**src/rtl/hostreg_pkg.sv**
```systemverilog
package hostreg_pkg;
  typedef enum logic [1:0] {
    A_INDEX  = 2'd0,
    A_IDATA  = 2'd1,
    A_STATUS = 2'd2,
    A_PIO    = 2'd3
  } dir_addr_e;

  localparam logic [7:0] LOCK_READ = 8'h80;

  // position p of the byte walk: which channel it belongs to
  function automatic logic pos_right(input logic [1:0] p, input logic stereo, input logic wide);
    return stereo & (wide ? p[1] : p[0]);
  endfunction

  // position p of the byte walk: lower byte of a 16-bit channel
  function automatic logic pos_lower(input logic [1:0] p, input logic wide);
    return wide & p[0];
  endfunction

  // last position of a sample: byte count minus one
  function automatic logic [1:0] pos_last(input logic stereo, input logic wide);
    return {stereo & wide, stereo | wide};
  endfunction
endpackage

```
**src/rtl/strobe_sync.sv**
```systemverilog
module strobe_sync #(
  parameter int STAGES = 2
) (
  input  logic clk,
  input  logic rst,
  input  logic async_in,
  output logic rise
);
  logic [STAGES-1:0] chain;
  logic              prev;

  always_ff @(posedge clk) begin
    if (rst) begin
      chain <= '0;
      prev  <= 1'b0;
    end else begin
      chain <= {chain[STAGES-2:0], async_in};
      prev  <= chain[STAGES-1];
    end
  end

  assign rise = chain[STAGES-1] & ~prev;
endmodule

```
**src/rtl/pio_play_seq.sv**
```systemverilog
module pio_play_seq import hostreg_pkg::*; #(
  parameter int SW = 16
) (
  input  logic          clk,
  input  logic          rst,
  input  logic          wr_pulse,
  input  logic [7:0]    wdata,
  input  logic          stereo,
  input  logic          wide,
  input  logic          take,
  output logic          full,
  output logic [1:0]    pos,
  output logic          under,
  output logic [SW-1:0] left_out,
  output logic [SW-1:0] right_out
);
  logic [SW-1:0] l_q, r_q;
  logic          to_right, to_lower;

  assign to_right = pos_right(pos, stereo, wide);
  assign to_lower = pos_lower(pos, wide);

  always_ff @(posedge clk) begin
    if (rst) begin
      full      <= 1'b1;
      pos       <= '0;
      under     <= 1'b0;
      l_q       <= '0;
      r_q       <= '0;
      left_out  <= '0;
      right_out <= '0;
    end else if (take) begin
      left_out  <= full ? l_q : '0;
      right_out <= full ? (stereo ? r_q : l_q) : '0;
      under     <= ~full;
      full      <= 1'b0;
      pos       <= '0;
    end else if (wr_pulse && !full) begin
      if (!wide) begin
        if (to_right) r_q <= {wdata, 8'h00};
        else          l_q <= {wdata, 8'h00};
      end else if (to_right) begin
        if (to_lower) r_q[7:0]    <= wdata;
        else          r_q[SW-1:8] <= wdata;
      end else begin
        if (to_lower) l_q[7:0]    <= wdata;
        else          l_q[SW-1:8] <= wdata;
      end
      if (pos == pos_last(stereo, wide)) full <= 1'b1;
      else                               pos  <= pos + 2'd1;
    end
  end

  a_r6_ignore_when_full: assert property (@(posedge clk) disable iff (rst)
    (full && !take) |=> (full && $stable(pos) && $stable(l_q) && $stable(r_q)));
  a_r6_take_rewinds: assert property (@(posedge clk) disable iff (rst)
    take |=> (!full && pos == 2'd0));
endmodule

```
**src/rtl/pio_cap_seq.sv**
```systemverilog
module pio_cap_seq import hostreg_pkg::*; #(
  parameter int SW = 16
) (
  input  logic          clk,
  input  logic          rst,
  input  logic          cap_evt,
  input  logic [SW-1:0] cap_l,
  input  logic [SW-1:0] cap_r,
  input  logic          force_mid,
  input  logic          rd_pulse,
  input  logic          stereo,
  input  logic          wide,
  output logic          rdy,
  output logic [1:0]    pos,
  output logic          over,
  output logic [7:0]    byte_out
);
  logic [SW-1:0] cl_q, cr_q, chan;

  assign chan     = pos_right(pos, stereo, wide) ? cr_q : cl_q;
  assign byte_out = pos_lower(pos, wide) ? chan[7:0] : chan[SW-1:8];

  always_ff @(posedge clk) begin
    if (rst) begin
      cl_q <= '0;
      cr_q <= '0;
      rdy  <= 1'b0;
      pos  <= '0;
      over <= 1'b0;
    end else if (cap_evt) begin
      cl_q <= force_mid ? '0 : cap_l;
      cr_q <= force_mid ? '0 : cap_r;
      over <= rdy;
      rdy  <= 1'b1;
      pos  <= '0;
    end else if (rd_pulse && rdy) begin
      if (pos == pos_last(stereo, wide)) rdy <= 1'b0;
      else                               pos <= pos + 2'd1;
    end
  end

  a_r7_new_sample: assert property (@(posedge clk) disable iff (rst)
    cap_evt |=> (rdy && pos == 2'd0));
  a_r7_hold_last: assert property (@(posedge clk) disable iff (rst)
    (!rdy && !cap_evt) |=> (!rdy && $stable(pos)));
endmodule

```
**src/rtl/hostreg_port.sv**
```systemverilog
module hostreg_port import hostreg_pkg::*; #(
  parameter int NREG        = 16,
  parameter int SYNC_STAGES = 2,
  parameter int CAL_SAMPLES = 128,
  parameter int FMT_IDX     = 8,
  parameter int CFG_IDX     = 9,
  parameter int SW          = 16
) (
  input  logic          clk,
  input  logic          rst,
  input  logic          init_busy,
  input  logic          host_rd,
  input  logic          host_wr,
  input  logic [1:0]    host_addr,
  input  logic [7:0]    host_wdata,
  output logic [7:0]    host_rdata,
  input  logic          irq_evt,
  input  logic          cap_evt,
  input  logic [SW-1:0] cap_left,
  input  logic [SW-1:0] cap_right,
  input  logic          play_take,
  input  logic          sample_tick,
  output logic [SW-1:0] play_left,
  output logic [SW-1:0] play_right,
  output logic          irq,
  output logic          cal_busy
);
  localparam int IW = $clog2(NREG);
  localparam int CW = $clog2(CAL_SAMPLES + 1);

  logic          rd_p, wr_p, wr_ok;
  logic [IW-1:0] idx_q;
  logic          mce_q, trd_q;
  logic [7:0]    ireg [NREG];
  logic [CW-1:0] cal_cnt;
  logic          stereo, wide;
  logic          p_full, p_under, c_rdy, c_over, sour_q;
  logic [1:0]    p_pos, c_pos;
  logic [7:0]    c_byte, status, index_rd;

  strobe_sync #(.STAGES(SYNC_STAGES)) u_rd_sync (.clk(clk), .rst(rst), .async_in(host_rd), .rise(rd_p));
  strobe_sync #(.STAGES(SYNC_STAGES)) u_wr_sync (.clk(clk), .rst(rst), .async_in(host_wr), .rise(wr_p));

  assign wr_ok  = wr_p & ~init_busy;
  assign stereo = ireg[FMT_IDX][0];
  assign wide   = ireg[FMT_IDX][1];

  pio_play_seq #(.SW(SW)) u_play (
    .clk(clk), .rst(rst),
    .wr_pulse(wr_ok && host_addr == A_PIO), .wdata(host_wdata),
    .stereo(stereo), .wide(wide), .take(play_take),
    .full(p_full), .pos(p_pos), .under(p_under),
    .left_out(play_left), .right_out(play_right));

  pio_cap_seq #(.SW(SW)) u_cap (
    .clk(clk), .rst(rst), .cap_evt(cap_evt), .cap_l(cap_left), .cap_r(cap_right),
    .force_mid(cal_busy), .rd_pulse(rd_p && !init_busy && host_addr == A_PIO),
    .stereo(stereo), .wide(wide),
    .rdy(c_rdy), .pos(c_pos), .over(c_over), .byte_out(c_byte));

  // direct register 0, interrupt flag, calibration window
  always_ff @(posedge clk) begin
    if (rst) begin
      idx_q   <= '0;
      mce_q   <= 1'b1;
      trd_q   <= 1'b0;
      irq     <= 1'b0;
      cal_cnt <= '0;
    end else begin
      if (wr_ok && host_addr == A_INDEX) begin
        idx_q <= host_wdata[IW-1:0];
        trd_q <= host_wdata[5];
        mce_q <= host_wdata[6];
      end
      if (wr_ok && host_addr == A_INDEX && mce_q && !host_wdata[6])
        cal_cnt <= CW'(CAL_SAMPLES);
      else if (sample_tick && cal_cnt != '0)
        cal_cnt <= cal_cnt - 1'b1;
      if (irq_evt)                              irq <= 1'b1;
      else if (wr_ok && host_addr == A_STATUS)  irq <= 1'b0;
    end
  end

  assign cal_busy = (cal_cnt != '0);

  // indirect registers, with mode-change gating on format and configuration
  always_ff @(posedge clk) begin
    if (rst) begin
      for (int i = 0; i < NREG; i++) ireg[i] <= '0;
    end else if (wr_ok && host_addr == A_IDATA) begin
      if (int'(idx_q) == FMT_IDX) begin
        if (mce_q) ireg[idx_q] <= host_wdata;
      end else if (int'(idx_q) == CFG_IDX) begin
        ireg[idx_q][1:0] <= host_wdata[1:0];
        if (mce_q) ireg[idx_q][7:2] <= host_wdata[7:2];
      end else begin
        ireg[idx_q] <= host_wdata;
      end
    end
  end

  // sample over/underrun follows the most recent sample event
  always_ff @(posedge clk) begin
    if (rst)                    sour_q <= 1'b0;
    else if (play_take && cap_evt) sour_q <= ~p_full | c_rdy;
    else if (play_take)         sour_q <= ~p_full;
    else if (cap_evt)           sour_q <= c_rdy;
  end

  assign status = {~pos_lower(c_pos, wide), ~pos_right(c_pos, stereo, wide), c_rdy, sour_q,
                   ~pos_lower(p_pos, wide), ~pos_right(p_pos, stereo, wide), ~p_full, irq};
  assign index_rd = {init_busy, mce_q, trd_q, 1'b0, 4'(idx_q)};

  always_ff @(posedge clk) begin
    if (rst) host_rdata <= '0;
    else if (rd_p) begin
      unique case (dir_addr_e'(host_addr))
        A_INDEX:  host_rdata <= init_busy ? LOCK_READ : index_rd;
        A_IDATA:  host_rdata <= init_busy ? LOCK_READ : ireg[idx_q];
        A_STATUS: host_rdata <= status;
        A_PIO:    host_rdata <= init_busy ? LOCK_READ : c_byte;
      endcase
    end
  end

  a_r4_irq_cleared: assert property (@(posedge clk) disable iff (rst)
    (wr_ok && host_addr == A_STATUS && !irq_evt) |=> !irq);
  a_r4_irq_sticky: assert property (@(posedge clk) disable iff (rst)
    (irq && !(wr_p && host_addr == A_STATUS)) |=> irq);
  a_r9_write_lockout: assert property (@(posedge clk) disable iff (rst)
    (init_busy && wr_p) |=> ($stable(idx_q) && $stable(mce_q) && $stable(trd_q)));
  a_r10_cal_opens: assert property (@(posedge clk) disable iff (rst)
    (wr_ok && host_addr == A_INDEX && mce_q && !host_wdata[6]) |=> cal_busy);
  a_r3_format_locked: assert property (@(posedge clk) disable iff (rst)
    !mce_q |=> $stable(ireg[FMT_IDX]));
  a_r5_sour_from_status: assert property (@(posedge clk) disable iff (rst)
    (play_take && !cap_evt) |=> (sour_q == p_under));
  a_r8_overrun_tracks: assert property (@(posedge clk) disable iff (rst)
    (cap_evt && !play_take) |=> (sour_q == c_over));
endmodule

```
**config.mk**
```make
export PLATFORM = sky130hd
export DESIGN_NAME = hostreg_port
export DESIGN_NICKNAME = d
export VERILOG_FILES = /design/src/rtl/hostreg_pkg.sv /design/src/rtl/strobe_sync.sv /design/src/rtl/pio_play_seq.sv /design/src/rtl/pio_cap_seq.sv /design/src/rtl/hostreg_port.sv
export SDC_FILE = /design/constraint.sdc
export NUM_CORES = 1
export LEC_CHECK = 0
export ABC_AREA = 0
export BUFFER_PORTS_ARGS = -buffer_cell sky130_fd_sc_hd__buf_2
export CAP_MARGIN = 20
export CORE_MARGIN = 3
export CORE_UTILIZATION = 43
export CTS_CLUSTER_DIAMETER = 120
export DETAILED_ROUTE_END_ITERATION = 6
export GPL_ROUTABILITY_DRIVEN = 1
export GPL_TIMING_DRIVEN = 0
export PLACE_DENSITY_LB_ADDON = 0.05
export SLEW_MARGIN = 20
export SYNTH_ARGS = -nofsm -noshare
export SYNTH_HDL_FRONTEND = slang
export SYNTH_SLANG_ARGS = --single-unit
```
**constraint.sdc**
```tcl
create_clock -name clk -period 2.66 [get_ports clk]
set_input_delay 0.532 -clock clk [delete_from_list [all_inputs] [get_ports clk]]
set_output_delay 0.532 -clock clk [all_outputs]
set_load 0.05 [all_outputs]
```
==> summary.md <==
| Metric | Value |
|---|---|
| Cell taking the most area after synthesis | `edfxtp_1` |
| Worst-Margin Slew | `900 ps` |
| Slowest stage delay, CP | `580 ps` |
| Rows | `59` |
| Total GRT Usage | `between 20% and 30%` |
| Antenna fix cells | `0` |
| Area Growth Syn to Fin | `17.0%` |
| Hold buffers post-CTS | `0` |
| Worst-Skew Late Latency | `550 ps` |
| Peak supply drop | `520 uV` |
| Avg Synthesized Cell Area | `11.5 um2` |
| Failing checks | `negative setup slack` |
| I/O Buffers | `86` |
| Critical path's slowest cell | `or4b_4` |
| Multi-input logic area | `4740 um2` |
| Grt met3 use | `under 10%` |
| Final hold violations | `0` |
| Die X | `approximately 170 um` |
| GP Congestion | `0.848` |
| Flop2flop setup slack | `100 ps` |
| Cell area after synthesis | `11,500 um2` |
| Post-synthesis sequential area ratio | `56.9%` |
| GR Util met2 | `between 30% and 40%` |
| Part of the cycle the worst path needs | `101%` |
| Type of the worst setup path | `reg2out` |
| Crit-path max FO | `2` |
| Root buf cell | `clkbuf_16` |
| Cells after synthesis | `1,002` |
| Vias per inst | `5.53` |
| Initial Util | `44.1%` |
| GR Overflow Total | `0` |
| GRT busiest layer | `met2` |
| Synth area leaders | `edfxtp_1, dfxtp_1, and2_1` |
| Worst Setup SP | `cal_cnt[3]` |
| F_max | `374 MHz` |
| Vias in the first global route | `8,084` |
| Post-synth EDFFs | `128` |
| Clock buffer depth | `3` |
| First DRT Iteration DRCs | `560` |
| Skew final | `12.8 ps` |
| TritonCTS Buffers | `29` |
| HPWL after DPL | `23.3 mm` |
| FF+latch area | `6580 um2` |
| Hold_sp | `host_rd` |
| Critical Path Start Type | `flop` |
| Placed Cells | `roughly 1,400` |
| Final nets | `1,177` |
| Initial antenna violation count | `0` |
| Clock-pin slew on the worst setup and hold paths | `60 ps` |
| Smallest setup slack after layout | `-17.2 ps` |
| Die Area | `28,900 um2` |
| Hold WC Path Type | `in2reg` |
| Synth warn | `0` |
| Pwr Density | `714 nW/um2` |
| Max Slew Vio Count | `0` |
| CTS tree | `built` |
| CTS sink count | `264` |
| H-tree lvl count | `1` |
| CP cell instances | `or4_4 > or4b_4 > buf_8` |
| First-pass GRT wire length | `50.2 mm` |
| Routed len/inst | `22.3 um` |
| Layout filler cell count | `around 2,300` |
| Synth Register Bits | `264` |
| Post-Syn Nets | `1,055` |
| Leak | `a little over 5 nW` |
| Main flop type after synthesis | `dfxtp_1` |
| Via Count | `8,194` |
| Finished Layout Cells | `1,482` |
| Worst setup EP type | `output pin` |
| Ports | `93` |
| Min Tclk post-route | `roughly 2700 ps` |
| Max-cap viol count | `0` |
| Slew headroom | `40.0%` |
| Total Wirelength | `33.1 mm` |
| Pre-CTS setup slack | `-1000 ps` |
| Yosys top cell area share | `around a third` |
| FFs w/ async S/R, synth | `0%` |
| GR Util met1 | `33.9%` |
| RSZ-0062 raised after global routing | `true` |
| # DRC | `0` |
| First drt pass iteration count | `5` |
| Chip Height | `170 um` |
| Run status | `finished with violations` |
| Antenna-violating nets left | `0` |
| Worst Path Arrival | `2150 ps` |
| Worst endpoint required time | `2130 ps` |
| Core footprint | `between 20,000 and 30,000 um2` |
| Final setup violation count | `1` |
| Fraction of layout cells with a size suffix above 1 | `20.2%` |
| Largest net degree at the start of global routing | `15` |
| Yosys cell types | `56` |
==> power breakdown <==
group | switching (mW) | internal [mW] | leakage [nW]
registers | 0.128 | 4.48 | 2.43
clock network | 1.68 | 2.20 | 0.463
logic | 0.661 | 0.493 | 2.24
==> per-layer routing <==
metal  up-vias  share of wire, %
met3        56               4.5
met2       220                45
li1       3891                 -
met4         0               2.2
met1      4027                48
met5         -                 0
==> cells in the mapped netlist, types with 3 or more instances <==
cell,number
mux2i_1,64
or2_2,15
a221oi_1,3
nand4_1,3
nor2b_1,12
xor2_1,3
edfxtp_1,128
and2_1,119
nand2b_1,22
mux4_2,28
inv_1,8
a22oi_1,4
clkbuf_1,66
nor2_1,64
buf_2,4
o31ai_1,5
nor4_1,9
nand2_1,50
a211oi_1,4
a22o_1,51
nor3b_1,3
buf_1,7
mux2_2,8
dfxtp_1,136
nor3_1,20
buf_4,3
or3_1,4
xnor2_1,5
and3_1,7
o21ai_0,50
a21oi_1,27
nand3_1,36
==> worst paths after layout <==
kind / depth (start not counted) / endpoint
worst max-delay path: 3 / cal_busy
worst min-delay path: 2 / u_rd_sync.chain[0]
worst max register to register: 6 / host_rdata[3]
worst min register to register: 1 / u_rd_sync.chain[1]
==> worst max-delay path, delay by kind of cell, from the launching register on <==
kind | cells | cell delay (ps)
buffers and inverters | 1 | 170
flip-flops | 1 | 320
AND/OR/NAND/NOR | 2 | 1110
==> per-stage QoR <==
step	setup TNS, ps	utilization (%)	cell area (um2)	power [mW]	hold WS, ps
5_1_grt	-66.9	51.5	13500	9.99	184
6_report	-17.2	51.5	13500	9.65	196
3_3_place_gp	-109720	47.3	12400	5.70	428
3_5_place_dp	-106120	47.3	12400	5.71	438
2_1_floorplan	0	-	11500	5.38	414
4_1_cts	-96.7	51.2	13400	9.73	184
==> state kept, by name, summed over array words and instances, names as in the netlist, 4 cells and up, named ones only <==
signal,flops
ireg,128
u_cap.cl_q,16
u_cap.cr_q,16
u_play.l_q,16
u_play.left_out,16
u_play.r_q,16
u_play.right_out,16
cal_cnt,8
host_rdata,8
idx_q,4
==> cell usage in the layout (no fill, tap or decap), types with 28 or more instances in the layout <==
| master | instances |
|---|---|
| a22o_1 | 51 |
| and2_1 | 119 |
| buf_2 | 90 |
| clkbuf_1 | 64 |
| clkbuf_16 | 30 |
| dfxtp_1 | 131 |
| edfxtp_1 | 128 |
| mux2i_1 | 64 |
| mux4_2 | 28 |
| nand2_1 | 49 |
| nand3_1 | 35 |
| nor2_1 | 63 |
| o21ai_0 | 41 |
==> cell families after synthesis <==
kind of cell,after synthesis,synth area share [%]
adder cells (fa/ha/maj),2,0.217
multiplexers,100,11.8
XOR/XNOR,8,0.607
flip-flops,264,56.9
buffers and inverters,88,3.00
AO/OA/AOI/OAI,164,9.83
AND/OR/NAND/NOR,376,17.7
==> cell type report <==
type                    instances  area share [%]
plain buffers                  76            2.33
inverters                       8           0.222
clock inverters                15           0.593
clock buffers                  39            6.18
repair buffers                 95            3.76
flip-flops and latches        264            48.7
well taps                     335            3.10
multi-input cells             650            35.1
==> timing repair <==
item,CTS,global route
pin swaps,1,5
endpoints found under the setup margin,118,103
resized for setup,32,21
setup buffers,3,5
cloned,0,0
No activity file was read; power rests on OpenSTA's default activity.
